$ cat config.mk
export PLATFORM = sky130hd
export DESIGN_NAME = burst_colgen
export DESIGN_NICKNAME = d
export VERILOG_FILES = /design/src/rtl/burst_colgen_pkg.sv /design/src/rtl/colgen_len_decode.sv /design/src/rtl/colgen_beat_ctr.sv /design/src/rtl/colgen_addr_calc.sv /design/src/rtl/burst_colgen.sv
export SDC_FILE = /design/constraint.sdc
export NUM_CORES = 1
export LEC_CHECK = 0
export BUFFER_PORTS_ARGS = -buffer_cell sky130_fd_sc_hd__buf_2
export CAP_MARGIN = 20
export CORE_ASPECT_RATIO = 0.8
export CORE_MARGIN = 2
export CORE_UTILIZATION = 54
export DETAILED_ROUTE_END_ITERATION = 10
export MAX_ROUTING_LAYER = met4
export PLACE_DENSITY = 0.8
export SLEW_MARGIN = 30
export SYNTH_ARGS = -nofsm -noshare
export SYNTH_HDL_FRONTEND = slang
export SYNTH_SLANG_ARGS = --single-unit
$ cat constraint.sdc
create_clock -name clk -period 2.89 [get_ports clk]
set_clock_uncertainty 0.2 [all_clocks]
set_input_delay 0 -clock clk [delete_from_list [all_inputs] [get_ports clk]]
set_output_delay 0 -clock clk [all_outputs]
set_load 0.02 [all_outputs]
$ cat src/rtl/burst_colgen_pkg.sv
package burst_colgen_pkg;

   localparam int LEN_CODE_W = 3;

   localparam logic [LEN_CODE_W-1:0] LEN_ONE  = 3'd0;
   localparam logic [LEN_CODE_W-1:0] LEN_TWO  = 3'd1;
   localparam logic [LEN_CODE_W-1:0] LEN_FOUR = 3'd2;
   localparam logic [LEN_CODE_W-1:0] LEN_EIGHT = 3'd3;
   localparam logic [LEN_CODE_W-1:0] LEN_PAGE = 3'd7;

   typedef enum logic [1:0] {
      ORD_WRAP   = 2'd0,
      ORD_XOR    = 2'd1,
      ORD_LINEAR = 2'd2
   } order_e;

endpackage

$ cat src/rtl/colgen_len_decode.sv
module colgen_len_decode
   import burst_colgen_pkg::*;
#(
   parameter int COL_W   = 9,
   parameter bit HAS_XOR = 1'b1
) (
   input  logic [LEN_CODE_W-1:0] code_i,
   input  logic                  xor_req_i,
   output logic [COL_W-1:0]      mask_o,
   output logic                  page_o,
   output order_e                order_o
);

   logic xor_ok;

   generate
      if (HAS_XOR) begin : g_xor_en
         assign xor_ok = xor_req_i;
      end else begin : g_xor_dis
         assign xor_ok = 1'b0;
      end
   endgenerate

   always_comb begin
      mask_o = '0;
      page_o = 1'b0;
      unique case (code_i)
         LEN_TWO:   mask_o = COL_W'(1);
         LEN_FOUR:  mask_o = COL_W'(3);
         LEN_EIGHT: mask_o = COL_W'(7);
         LEN_PAGE: begin
            mask_o = '1;
            page_o = 1'b1;
         end
         default:   mask_o = '0;
      endcase
      if (page_o)      order_o = ORD_LINEAR;
      else if (xor_ok) order_o = ORD_XOR;
      else             order_o = ORD_WRAP;
   end

endmodule

$ cat src/rtl/colgen_beat_ctr.sv
module colgen_beat_ctr #(
   parameter int COL_W = 9
) (
   input  logic             clk,
   input  logic             rst_n,
   input  logic             start_i,
   input  logic             stop_i,
   input  logic [COL_W-1:0] mask_i,
   input  logic             page_i,
   output logic [COL_W-1:0] beat_o,
   output logic             active_o,
   output logic             final_o
);

   assign final_o = active_o && !page_i && (beat_o == mask_i);

   always_ff @(posedge clk) begin
      if (!rst_n) begin
         active_o <= 1'b0;
         beat_o   <= '0;
      end else if (start_i) begin
         active_o <= 1'b1;
         beat_o   <= '0;
      end else if (active_o) begin
         if (stop_i || final_o) begin
            active_o <= 1'b0;
            beat_o   <= '0;
         end else begin
            beat_o <= beat_o + COL_W'(1);
         end
      end
   end

endmodule

$ cat src/rtl/colgen_addr_calc.sv
module colgen_addr_calc
   import burst_colgen_pkg::*;
#(
   parameter int COL_W   = 9,
   parameter bit HAS_XOR = 1'b1
) (
   input  logic [COL_W-1:0] base_i,
   input  logic [COL_W-1:0] beat_i,
   input  logic [COL_W-1:0] mask_i,
   input  order_e           order_i,
   output logic [COL_W-1:0] col_o
);

   logic [COL_W-1:0] sum;
   logic [COL_W-1:0] hold_bits;
   logic [COL_W-1:0] xor_low;

   assign sum       = base_i + beat_i;
   assign hold_bits = base_i & ~mask_i;

   generate
      if (HAS_XOR) begin : g_xor
         assign xor_low = (base_i ^ beat_i) & mask_i;
      end else begin : g_no_xor
         assign xor_low = sum & mask_i;
      end
   endgenerate

   always_comb begin
      unique case (order_i)
         ORD_LINEAR: col_o = sum;
         ORD_XOR:    col_o = hold_bits | xor_low;
         default:    col_o = hold_bits | (sum & mask_i);
      endcase
   end

endmodule

$ cat src/rtl/burst_colgen.sv
module burst_colgen
   import burst_colgen_pkg::*;
#(
   parameter int COL_W   = 9,
   parameter bit HAS_XOR = 1'b1
) (
   input  logic                  clk,
   input  logic                  rst_n,
   input  logic                  start_i,
   input  logic                  stop_i,
   input  logic [COL_W-1:0]      start_col_i,
   input  logic [LEN_CODE_W-1:0] len_code_i,
   input  logic                  interleave_i,
   output logic [COL_W-1:0]      col_o,
   output logic                  valid_o,
   output logic                  last_o
);

   localparam int MAX_FIXED = 8;

   generate
      if (COL_W < $clog2(MAX_FIXED)) begin : g_bad_width
         $error("burst_colgen: COL_W too small for an 8-beat burst");
      end
   endgenerate

   logic [COL_W-1:0] dec_mask;
   logic             dec_page;
   order_e           dec_order;

   logic [COL_W-1:0] base_q;
   logic [COL_W-1:0] mask_q;
   logic             page_q;
   order_e           order_q;

   logic [COL_W-1:0] beat;
   logic             active;
   logic             final_beat;

   colgen_len_decode #(.COL_W(COL_W), .HAS_XOR(HAS_XOR)) u_dec (
      .code_i    (len_code_i),
      .xor_req_i (interleave_i),
      .mask_o    (dec_mask),
      .page_o    (dec_page),
      .order_o   (dec_order)
   );

   always_ff @(posedge clk) begin
      if (!rst_n) begin
         base_q  <= '0;
         mask_q  <= '0;
         page_q  <= 1'b0;
         order_q <= ORD_WRAP;
      end else if (start_i) begin
         base_q  <= start_col_i;
         mask_q  <= dec_mask;
         page_q  <= dec_page;
         order_q <= dec_order;
      end
   end

   colgen_beat_ctr #(.COL_W(COL_W)) u_ctr (
      .clk      (clk),
      .rst_n    (rst_n),
      .start_i  (start_i),
      .stop_i   (stop_i),
      .mask_i   (mask_q),
      .page_i   (page_q),
      .beat_o   (beat),
      .active_o (active),
      .final_o  (final_beat)
   );

   colgen_addr_calc #(.COL_W(COL_W), .HAS_XOR(HAS_XOR)) u_addr (
      .base_i  (base_q),
      .beat_i  (beat),
      .mask_i  (mask_q),
      .order_i (order_q),
      .col_o   (col_o)
   );

   assign valid_o = active;
   assign last_o  = final_beat;

endmodule

==> results of run 1 <==
[worst max-delay path, delay by kind of cell, from the launching register on]
family | cells | cell delay [ns]
AOI/OAI and AO/OA | 3 | 0.44
adders and majority gates | 2 | 0.63
buffers and inverters | 2 | 0.27
DFF | 1 | 0.40
muxes | 1 | 0.29
and+or+nand+nor | 1 | 0.20
[cell type report]
type / count / area share [%]
Timing Repair Buffer: 56 / 19.6
Sequential cell: 24 / 22.2
Inverter: 9 / 1.56
Multi-Input combinational cell: 158 / 52.4
Tap cell: 40 / 2.31
Clock buffer: 3 / 1.90
[kinds of logic after synthesis]
kind of cell / after synthesis / share of synthesized area (%)
buf+inv: 15 / 4.01
fa+ha+maj: 12 / 9.06
xor+xnor: 10 / 5.20
compound gates: 51 / 20.5
flops: 24 / 28.5
mux: 16 / 9.81
simple gates: 69 / 22.9
[metrics by stage]
stage | power, mW | hold slack, ns | setup WS (ns)
after floorplan | 0.454 | -0.0718 | 0.437
after global routing | 0.756 | 0.0917 | -0.000196
final | 0.721 | 0.0671 | 0.191
after CTS | 0.724 | 0.0707 | 0.0970
after global placement | 0.489 | 0.0623 | 0.471
after detailed placement | 0.491 | 0.0723 | 0.416
[layer usage]
layer  up-vias  routed length (um)  track usage [%]  share of wire (%)
li1        828                   -                -                  -
met4         0                  21             4.08               0.54
met2        33                1680             38.7                 44
met5         -                   0                -                  0
met3         3                 139             4.39                3.6
met1       743                2020             33.8                 52
[timing repair]
action,4_1_cts,5_1_grt
endpoints found under the hold margin,20,0
resized for setup,0,1
hold buffers,29,0
endpoints found under the setup margin,0,2
[state kept, by name (all words and copies together), names as in the netlist]
register,count
mask_q,3
order_q,1
base_q,9
u_ctr.beat_o,9
page_q,1
u_ctr.active_o,1
[cell usage in the layout, fill, tap and decap left out, types with 2 or more instances in the layout]
cell and count:
nor2b_1 9, mux2_2 4, inv_1 9, a21o_2 2
o31a_2 2, xor2_1 8, nand4_1 2, xnor2_1 2
dlygate4sd3_1 29, maj3_1 2, nand3_1 4, a21o_1 2
buf_2 27, a21boi_0 2, clkbuf_8 3, nand2_1 13
dfxtp_1 23, and3_1 5, nor2_1 14, mux2i_1 12
a211oi_1 4, ha_1 9, o21ai_0 16, and2_1 2
a2111oi_0 3, nand2b_1 6, nor3_1 5, a21oi_1 9
[cells in the mapped netlist (all sizes together), types with 2 or more instances]
cell type  number  area share [%]
and2            3             1.2
nand2          13             2.9
o21ai          16             4.8
buf             4             1.6
a21o            4             1.9
nand4           2            0.74
nor3            5             1.5
inv             9             2.0
a2111oi         4             2.5
a21boi          2            0.89
or4             2             1.1
mux2            4             2.7
o31a            2             1.2
mux2i          12             7.1
maj3            2             1.2
dfxtp          24              29
and3            6             2.3
nand2b          6             2.2
nor2b           9             3.3
ha              9             6.7
xnor2           2             1.0
xor2            8             4.2
nor4b           2             1.9
a211oi          4             1.8
nor2           14             3.1
a21oi           9             2.7
clkbuf          2            0.45
nand3           4             1.2
[power by group through the flow]
stage          Combinational (mW)  Clock (mW)  Sequential [mW]
5_1_grt                     0.178       0.220            0.358
4_1_cts                     0.159       0.209            0.356
6_report                    0.161       0.204            0.356
3_3_place_gp                0.126           0            0.363
2_1_floorplan              0.0943           0            0.360
3_5_place_dp                0.128           0            0.364
[worst paths after layout]
kind | start | slack, ns | end
setup reg to reg | u_ctr.beat_o[3]$_SDFFE_PP0P_ | 0.84 | u_ctr.active_o$_SDFF_PN0_
setup / recovery | u_ctr.beat_o[0]$_SDFFE_PP0P_ | 0.19 | col_o[8]
hold reg to reg | u_ctr.beat_o[0]$_SDFFE_PP0P_ | 0.33 | u_ctr.beat_o[0]$_SDFFE_PP0P_
hold / removal | start_i | 0.07 | u_ctr.active_o$_SDFF_PN0_
==> results.txt, run 1 <==
CTS H-tree depth: 1
routed vias/inst: 5.54
switching part of the total: 27.9%
syn nets: 224
post-synthesis cell count: 197
area of the multi-input gates: 0.00114 sq mm
cell-internal power: 0.519 mW
vias in the first global route: 1,408
slowest stage delay, CP: 0.41 ns
design area: 0.00217 sq mm
Synth warnings: 0
# Max-Cap Violations: 0
die width: 66.4 um
clk slew on worst S/H paths: 0.08 ns
period utilisation layout: 93.4%
placed cell count: 258
Port Buffer Count: 27
gr usage total: 24.6%
clock share of power: 28.2%
Mapped Area: 0.00168 sq mm
nets@finish: 279
share of layout cells above drive strength 1: 18.0%
row count: 18
slowest stage cell, crit path: fa_1
via count: 1,607
Max Fclk: 371 MHz
Seq pwr share: 49.4%
Slew @ Worst Pin: 0.594 ns
CTS Sinks: 24
Residual DRC: 0
TritonRoute pass-1 iters: 4
HP Class: input pin to flop
LEAKAGE: 0.975 nW
area of the die: 0.00358 sq mm
antenna diode count: 0
Setup crit start kind: flop
Comb pwr share: 22.3%
min Tclk post-route: 2.70 ns
DIE HEIGHT: 54.0 um
gpl congestion: 0.877
Setup TNS: 0 ns
Slew Viols, Final: 0
Async SR Flop Fraction: 0%
Sequential Area: 482 sq um
dpl hpwl: 2620 um
CTS Root Cell: clkbuf_8
slew margin rel.: 59.4%
fillers: 249
first-pass GRT wire length: 6500 um
Post-DP Area: 0.00184 sq mm
CP cell instances: ha_1, inv_1, fa_1, nand2b_1, a21oi_1, o21ai_0, mux2_2, o32ai_1, buf_2
PD cells: 332 mW/mm^2
top_reg_cell synth: dfxtp_1
crit end category: primary output
post-CTS setup buffer count: 0
Iter 0 DRT Violations: 46
CP Class: flop to primary output
largest net degree at the start of global routing: 21
Mean Syn Cell Area: 8.55 sq um
P&R area growth vs syn: 28.8%
sequential-to-total area share from yosys stat: 28.5%
synth unique cells: 49
worst-path fanout max: 7
CORE AREA: 0.00304 sq mm
status: finished clean
Peak VDD IR: 0.308 mV
fin cells: 290
Worst-Skew Late Latency: 0.27 ns
Post-Route Utilization: 71.3%
initial core utilization: 55.4%
initial antenna violation count: 0
hold-critical path depth: 2
TritonCTS clock tree: done
Worst Path Required: 2.69 ns
io pins: 28
TritonCTS buffer count: 3
Synth Register Bits: 24
Routed WL: 3860 um
Post-synth EDFFs: 0
Avg WL per Cell: 13.3 um
Sw Pwr: 0.201 mW
CTS max path bufs: 2
GRT overflow: 0
Worst R2R Path Depth: 5
arrival time at the worst endpoint: 2.50 ns
Routed Antenna Nets: 0
final setup vio count: 0
hold violation count in the final report: 0
No activity file was read; power rests on OpenSTA's default activity.
==> inputs of run 2 (changes only) <==
ABC_AREA = 1   (was not set)
CORE_UTILIZATION = 56   (was 54)
PLACE_DENSITY = 0.83   (was 0.8)
==> results.txt, run 2 <==
status: finished clean
area of the die: 0.00337 sq mm
row count: 17
slew margin rel.: 60.1%
initial antenna violation count: 0
post-synthesis cell count: 251
min Tclk post-route: 2.41 ns
Largest regs: base_q: 9 flops, u_ctr.beat_o: 9 flops, mask_q: 3 flops
CTS Root Cell: clkbuf_4
arrival time at the worst endpoint: 2.48 ns
CTS Sinks: 24
Port Buffer Count: 27
vias in the first global route: 1,632
TritonCTS buffer count: 3
Post-synth EDFFs: 0
gr usage total: 28.3%
post-CTS sizing: 0
wire length on met1: 2000 um
fin cells: 343
Mapped Area: 0.00163 sq mm
Worst Path Required: 2.96 ns
largest cells by area after synthesis: dfxtp_1, nand2_1, inv_1, nand3_1, ha_1
most frequent cells in the layout: nand2_1, inv_1, dlygate4sd3_1, buf_2, nand3_1
top_reg_cell synth: dfxtp_1
Mean Syn Cell Area: 6.51 sq um
TritonCTS clock tree: done
io pins: 28
gpl congestion: 0.892
# Max-Cap Violations: 0
Routed Antenna Nets: 0
hold violation count in the final report: 0
clk slew on worst S/H paths: 0.13 ns
first-pass GRT wire length: 7100 um
sequential-to-total area share from yosys stat: 29.4%
slowest stage cell, crit path: dlygate4sd3_1
slowest stage delay, CP: 0.59 ns
TritonRoute pass-1 iters: 5
largest net degree at the start of global routing: 15
Async SR Flop Fraction: 0%
CP cell instances: dlygate4sd3_1, buf_2, nand2_1, inv_1, nand3_1, dlygate4sd3_1, o211ai_1, dlygate4sd3_1
met3 wire len: 250 um
dpl hpwl: 2870 um
syn nets: 278
CTS max path bufs: 2
RSZ-0062 raised after global routing: no
DIE HEIGHT: 52.3 um
Yosys top cell area share: 29.4%
post-CTS setup buffer count: 0
crit end category: flop
period utilisation layout: 83.3%
P&R area growth vs syn: 28.6%
die width: 64.4 um
Residual DRC: 0
DR top layer: met4
share of layout cells above drive strength 1: 13.4%
Setup TNS: 0 ns
final setup vio count: 0
top cell type by total area after synthesis: dfxtp_1
CP Class: input pin to flop
PD cells: 328 mW/mm^2
Peak VDD IR: 0.244 mV
HP Class: input pin to flop
Iter 0 DRT Violations: 130
Synth top cells by count: nand2_1, inv_1, nand3_1
nets@finish: 333
synth unique cells: 30
Routed WL: 4120 um
GRT overflow: 0
CTS H-tree depth: 1
most common cell after layout, fill and taps aside: nand2_1
initial core utilization: 59.1%
Max Fclk: 416 MHz
routed wl met2: 1820 um
Worst-Skew Late Latency: 0.32 ns
crit-path most repeated cell: dlygate4sd3_1
Synth Register Bits: 24
Slew Viols, Final: 0
CORE AREA: 0.00277 sq mm
routed vias/inst: 5.22
Avg WL per Cell: 12.0 um
worst-path fanout max: 12
most common cell in the netlist: nand2_1
LEAKAGE: 0.992 nW
Synth warnings: 0
via count: 1,792
Slew @ Worst Pin: 0.598 ns
placed cell count: 312
antenna diode count: 0
Setup crit start kind: input pin
==> run 2: cell count changes after synthesis, sizes merged, moves of 8 or more <==
cell and delta:
nand2 +60, inv +32, nand3 +23, mux2i -12, nor2b -9, xor2 -8
==> run 2: cells by family after synthesis <==
kind of cell,count (synthesis),share of synthesized area [%]
simple gates,121,32.6
buf+inv,46,11.0
flops,24,29.4
xor+xnor,1,0.536
fa+ha+maj,10,8.12
compound gates,49,18.3
==> run 2: per-stage QoR <==
step           power (mW)  util (%)  worst slack, ns  hold slack [ns]  cell area [sq um]
6_report            0.690      76.0            0.483            0.216               2100
5_1_grt             0.718      76.0            0.328            0.246               2100
4_1_cts             0.691      76.0            0.539            0.208               2100
3_5_place_dp        0.483      64.9            0.927           0.0140               1790
3_3_place_gp        0.481      64.9            0.962         -0.00357               1790
2_1_floorplan       0.443         -            0.873          -0.0873               1630
==> run 2: report_power, final <==
| part | internal, mW | switching, mW | leakage (nW) |
|---|---|---|---|
| Combinational | 0.0686 | 0.0834 | 0.775 |
| Clock | 0.0771 | 0.107 | 0.0210 |
| Sequential | 0.343 | 0.0106 | 0.196 |
==> run 2: layer usage <==
| layer | track usage [%] | vias to the layer above |
|---|---|---|
| li1 | - | 930 |
| met1 | 37.2 | 797 |
| met2 | 43.9 | 59 |
| met3 | 6.24 | 6 |
| met4 | 9.22 | 0 |
| met5 | - | - |
==> run 2: repair_timing <==
item,CTS,global route
hold buffers,27,0
setup endpoints to repair,0,0
hold endpoints to repair,24,0
==> run 2: final cells by class <==
type / instances / area [sq um]
Clock buffer: 4 / 36.3
Fill cell: 221 / 664
Inverter: 42 / 158
Multi-Input combinational cell: 181 / 973
Sequential cell: 24 / 480
Tap cell: 38 / 47.5
Timing Repair Buffer: 54 / 405
==> run 2: final timing paths <==
path / start / to / slack (ns) / cells after the start
worst max-delay path: start_i / mask_q[0]$_SDFFE_PN0P_ / 0.48 / 8
worst min-delay path: start_col_i[0] / base_q[0]$_SDFFE_PN0P_ / 0.22 / 4
worst max register to register: u_ctr.active_o$_SDFF_PN0_ / u_ctr.active_o$_SDFF_PN0_ / 0.81 / 8
worst min register to register: base_q[8]$_SDFFE_PN0P_ / base_q[8]$_SDFFE_PN0P_ / 0.32 / 2
==> run 2: critical path, delay by kind of cell <==
family	cells	cell delay, ns
AO/OA/AOI/OAI	1	0.09
buffers and inverters	5	2.16
AND/OR/NAND/NOR	2	0.22
==> inputs of run 3 (changes only) <==
CORE_UTILIZATION = 50   (was 56)
PLACE_DENSITY = 0.78   (was 0.83)
clock period = 2.1 ns   (was 2.89 ns; I/O delays follow)
==> results.txt, run 3 (synthesis gave the netlist of run 2 again) <==
worst hold endpoint: base_q[1]$_SDFFE_PN0P_
Avg WL per Cell: 12.8 um
TritonCTS buffer count: 3
Slew @ Worst Pin: 0.393 ns
Setup crit start kind: flop
initial antenna violation count: 0
FF-to-FF Start: u_ctr.beat_o[5]$_SDFFE_PP0P_
Setup TNS: 0 ns
period utilisation layout: 98.6%
crit end category: primary output
setup slack after layout: 0.0295 ns
final setup vio count: 0
Largest regs: base_q: 9 flops, u_ctr.beat_o: 9 flops, mask_q: 3 flops
hold violation count in the final report: 0
antenna diode count: 0
Port Buffer Count: 27
GRT overflow: 0
CP cell instances: ha_4, inv_2, fa_2, inv_2, nand3_4, nand2_4, nand2_2, nand2_1, nand2_1, nand3_1, nand2_1, inv_1, buf_6
HP Class: input pin to flop
R2R Setup Slk: 0.08 ns
Worst-Skew Late Latency: 0.28 ns
area of the multi-input gates: 0.00106 sq mm
Peak VDD IR: 0.416 mV
Levels on crit path: 13
area of the die: 0.00374 sq mm
family with the most delay on the worst path: adder cells
CTS H-tree depth: 1
Worst R2R Path Depth: 8
Sequential Area: 485 sq um
Setup Slack @ Placement: 0.106 ns
Residual DRC: 0
Iter 0 DRT Violations: 128
most common cell after layout, fill and taps aside: nand2_1
via count: 1,850
status: finished clean
arrival time at the worst endpoint: 1.87 ns
R2R Path End: u_ctr.active_o$_SDFF_PN0_
routed vias/inst: 5.20
DIE HEIGHT: 55.1 um
buffers and inverters on the worst path: 4
CTS max path bufs: 2
worst-path fanout max: 3
Slew Viols, Final: 0
P&R area growth vs syn: 40.0%
TritonRoute pass-1 iters: 5
dpl hpwl: 3030 um
hold-critical path depth: 4
Worst Path Required: 1.90 ns
CTS Sinks: 24
slew margin rel.: 73.8%
Post-Route Utilization: 73.6%
LEAKAGE: 1.04 nW
fillers: 253
crit-path most repeated cell: nand2_1
first-pass GRT wire length: 6860 um
die width: 67.9 um
gr usage total: 25.6%
gpl congestion: 0.899
# Max-Cap Violations: 0
clk slew on worst S/H paths: 0.09 ns
CP Class: flop to primary output
slowest stage delay, CP: 0.36 ns
nets@finish: 344
RSZ-0062 raised after global routing: yes
slowest stage cell, crit path: dfxtp_2
min Tclk post-route: 2.07 ns
largest net degree at the start of global routing: 14
Max Fclk: 483 MHz
io pins: 28
vias in the first global route: 1,585
TritonCTS clock tree: done
Routed Antenna Nets: 0
CORE AREA: 0.00311 sq mm
CTS Root Cell: clkbuf_8
HP Start: start_col_i[1]
PD cells: 460 mW/mm^2
row count: 18
share of layout cells above drive strength 1: 25.3%
Routed WL: 4560 um
most frequent cells in the layout: nand2_1, inv_1, buf_2, nand3_1
initial core utilization: 52.6%
run 3: changes by cell type in the layout (fill, tap and decap cells not counted), sizes merged:
cell | previous run | this run
clkinvlp | 0 | 1
inv | 41 | 40
dlygate4sd3 | 27 | 20
buf | 27 | 45
run 3: how the worst max path moves through the flow:
stage / from / to
after global routing: base_q[0]$_SDFFE_PN0P_ / col_o[8]
after floorplan: u_ctr.beat_o[0]$_SDFFE_PP0P_ / col_o[6]
after global placement: u_ctr.beat_o[0]$_SDFFE_PP0P_ / col_o[6]
after detailed placement: u_ctr.beat_o[0]$_SDFFE_PP0P_ / col_o[6]
after CTS: base_q[0]$_SDFFE_PN0P_ / col_o[6]
final: base_q[0]$_SDFFE_PN0P_ / col_o[8]
run 3: what timing repair did:
action                     in CTS  in global routing
setup endpoints to repair       4                  7
buffers inserted                1                 10
gates resized for setup         6                 23
hold endpoints to repair       24                  0
hold buffers                   20                  0
pin swaps                       1                  4
run 3: per-stage QoR:
stage / hold slack (ns) / area (sq um) / cells / total power [mW]
CTS: 0.264 / 2120 / 346 / 1.01
global placement: -0.00185 / 1850 / 321 / 0.665
global route: 0.295 / 2290 / 356 / 1.10
floorplan: -0.0873 / 1630 / 251 / 0.610
detailed placement: 0.0102 / 1850 / 321 / 0.667
finish: 0.267 / 2290 / 356 / 1.05
run 3: tightest hold or removal path, cell delays in order:
cell and delay [ns]:
dlygate4sd3_1 0.51, buf_2 0.10, nand2_1 0.04, o21ai_0 0.05
run 3: report_power, final:
group          internal [mW]  leakage, nW  switching [mW]  total, mW
Combinational          0.109        0.813           0.124      0.233
Sequential             0.473        0.198          0.0147      0.487
Clock                  0.168       0.0288           0.164      0.333
run 3: final cells by class:
| type | instances | area share (%) |
|---|---|---|
| Sequential cell | 24 | 21.2 |
| Multi-Input combinational cell | 181 | 46.2 |
| Timing Repair Buffer | 65 | 21.0 |
| Tap cell | 40 | 2.19 |
| Inverter | 42 | 7.06 |
| Clock buffer | 4 | 2.41 |
run 3: layer usage:
layer  track usage (%)  vias to the layer above  wire length, um
met5                 -                        -                0
met4              5.67                        0               82
met3              4.25                        9              283
met2              45.9                       58             2200
met1              30.8                      832             1990
li1                  -                      951                -
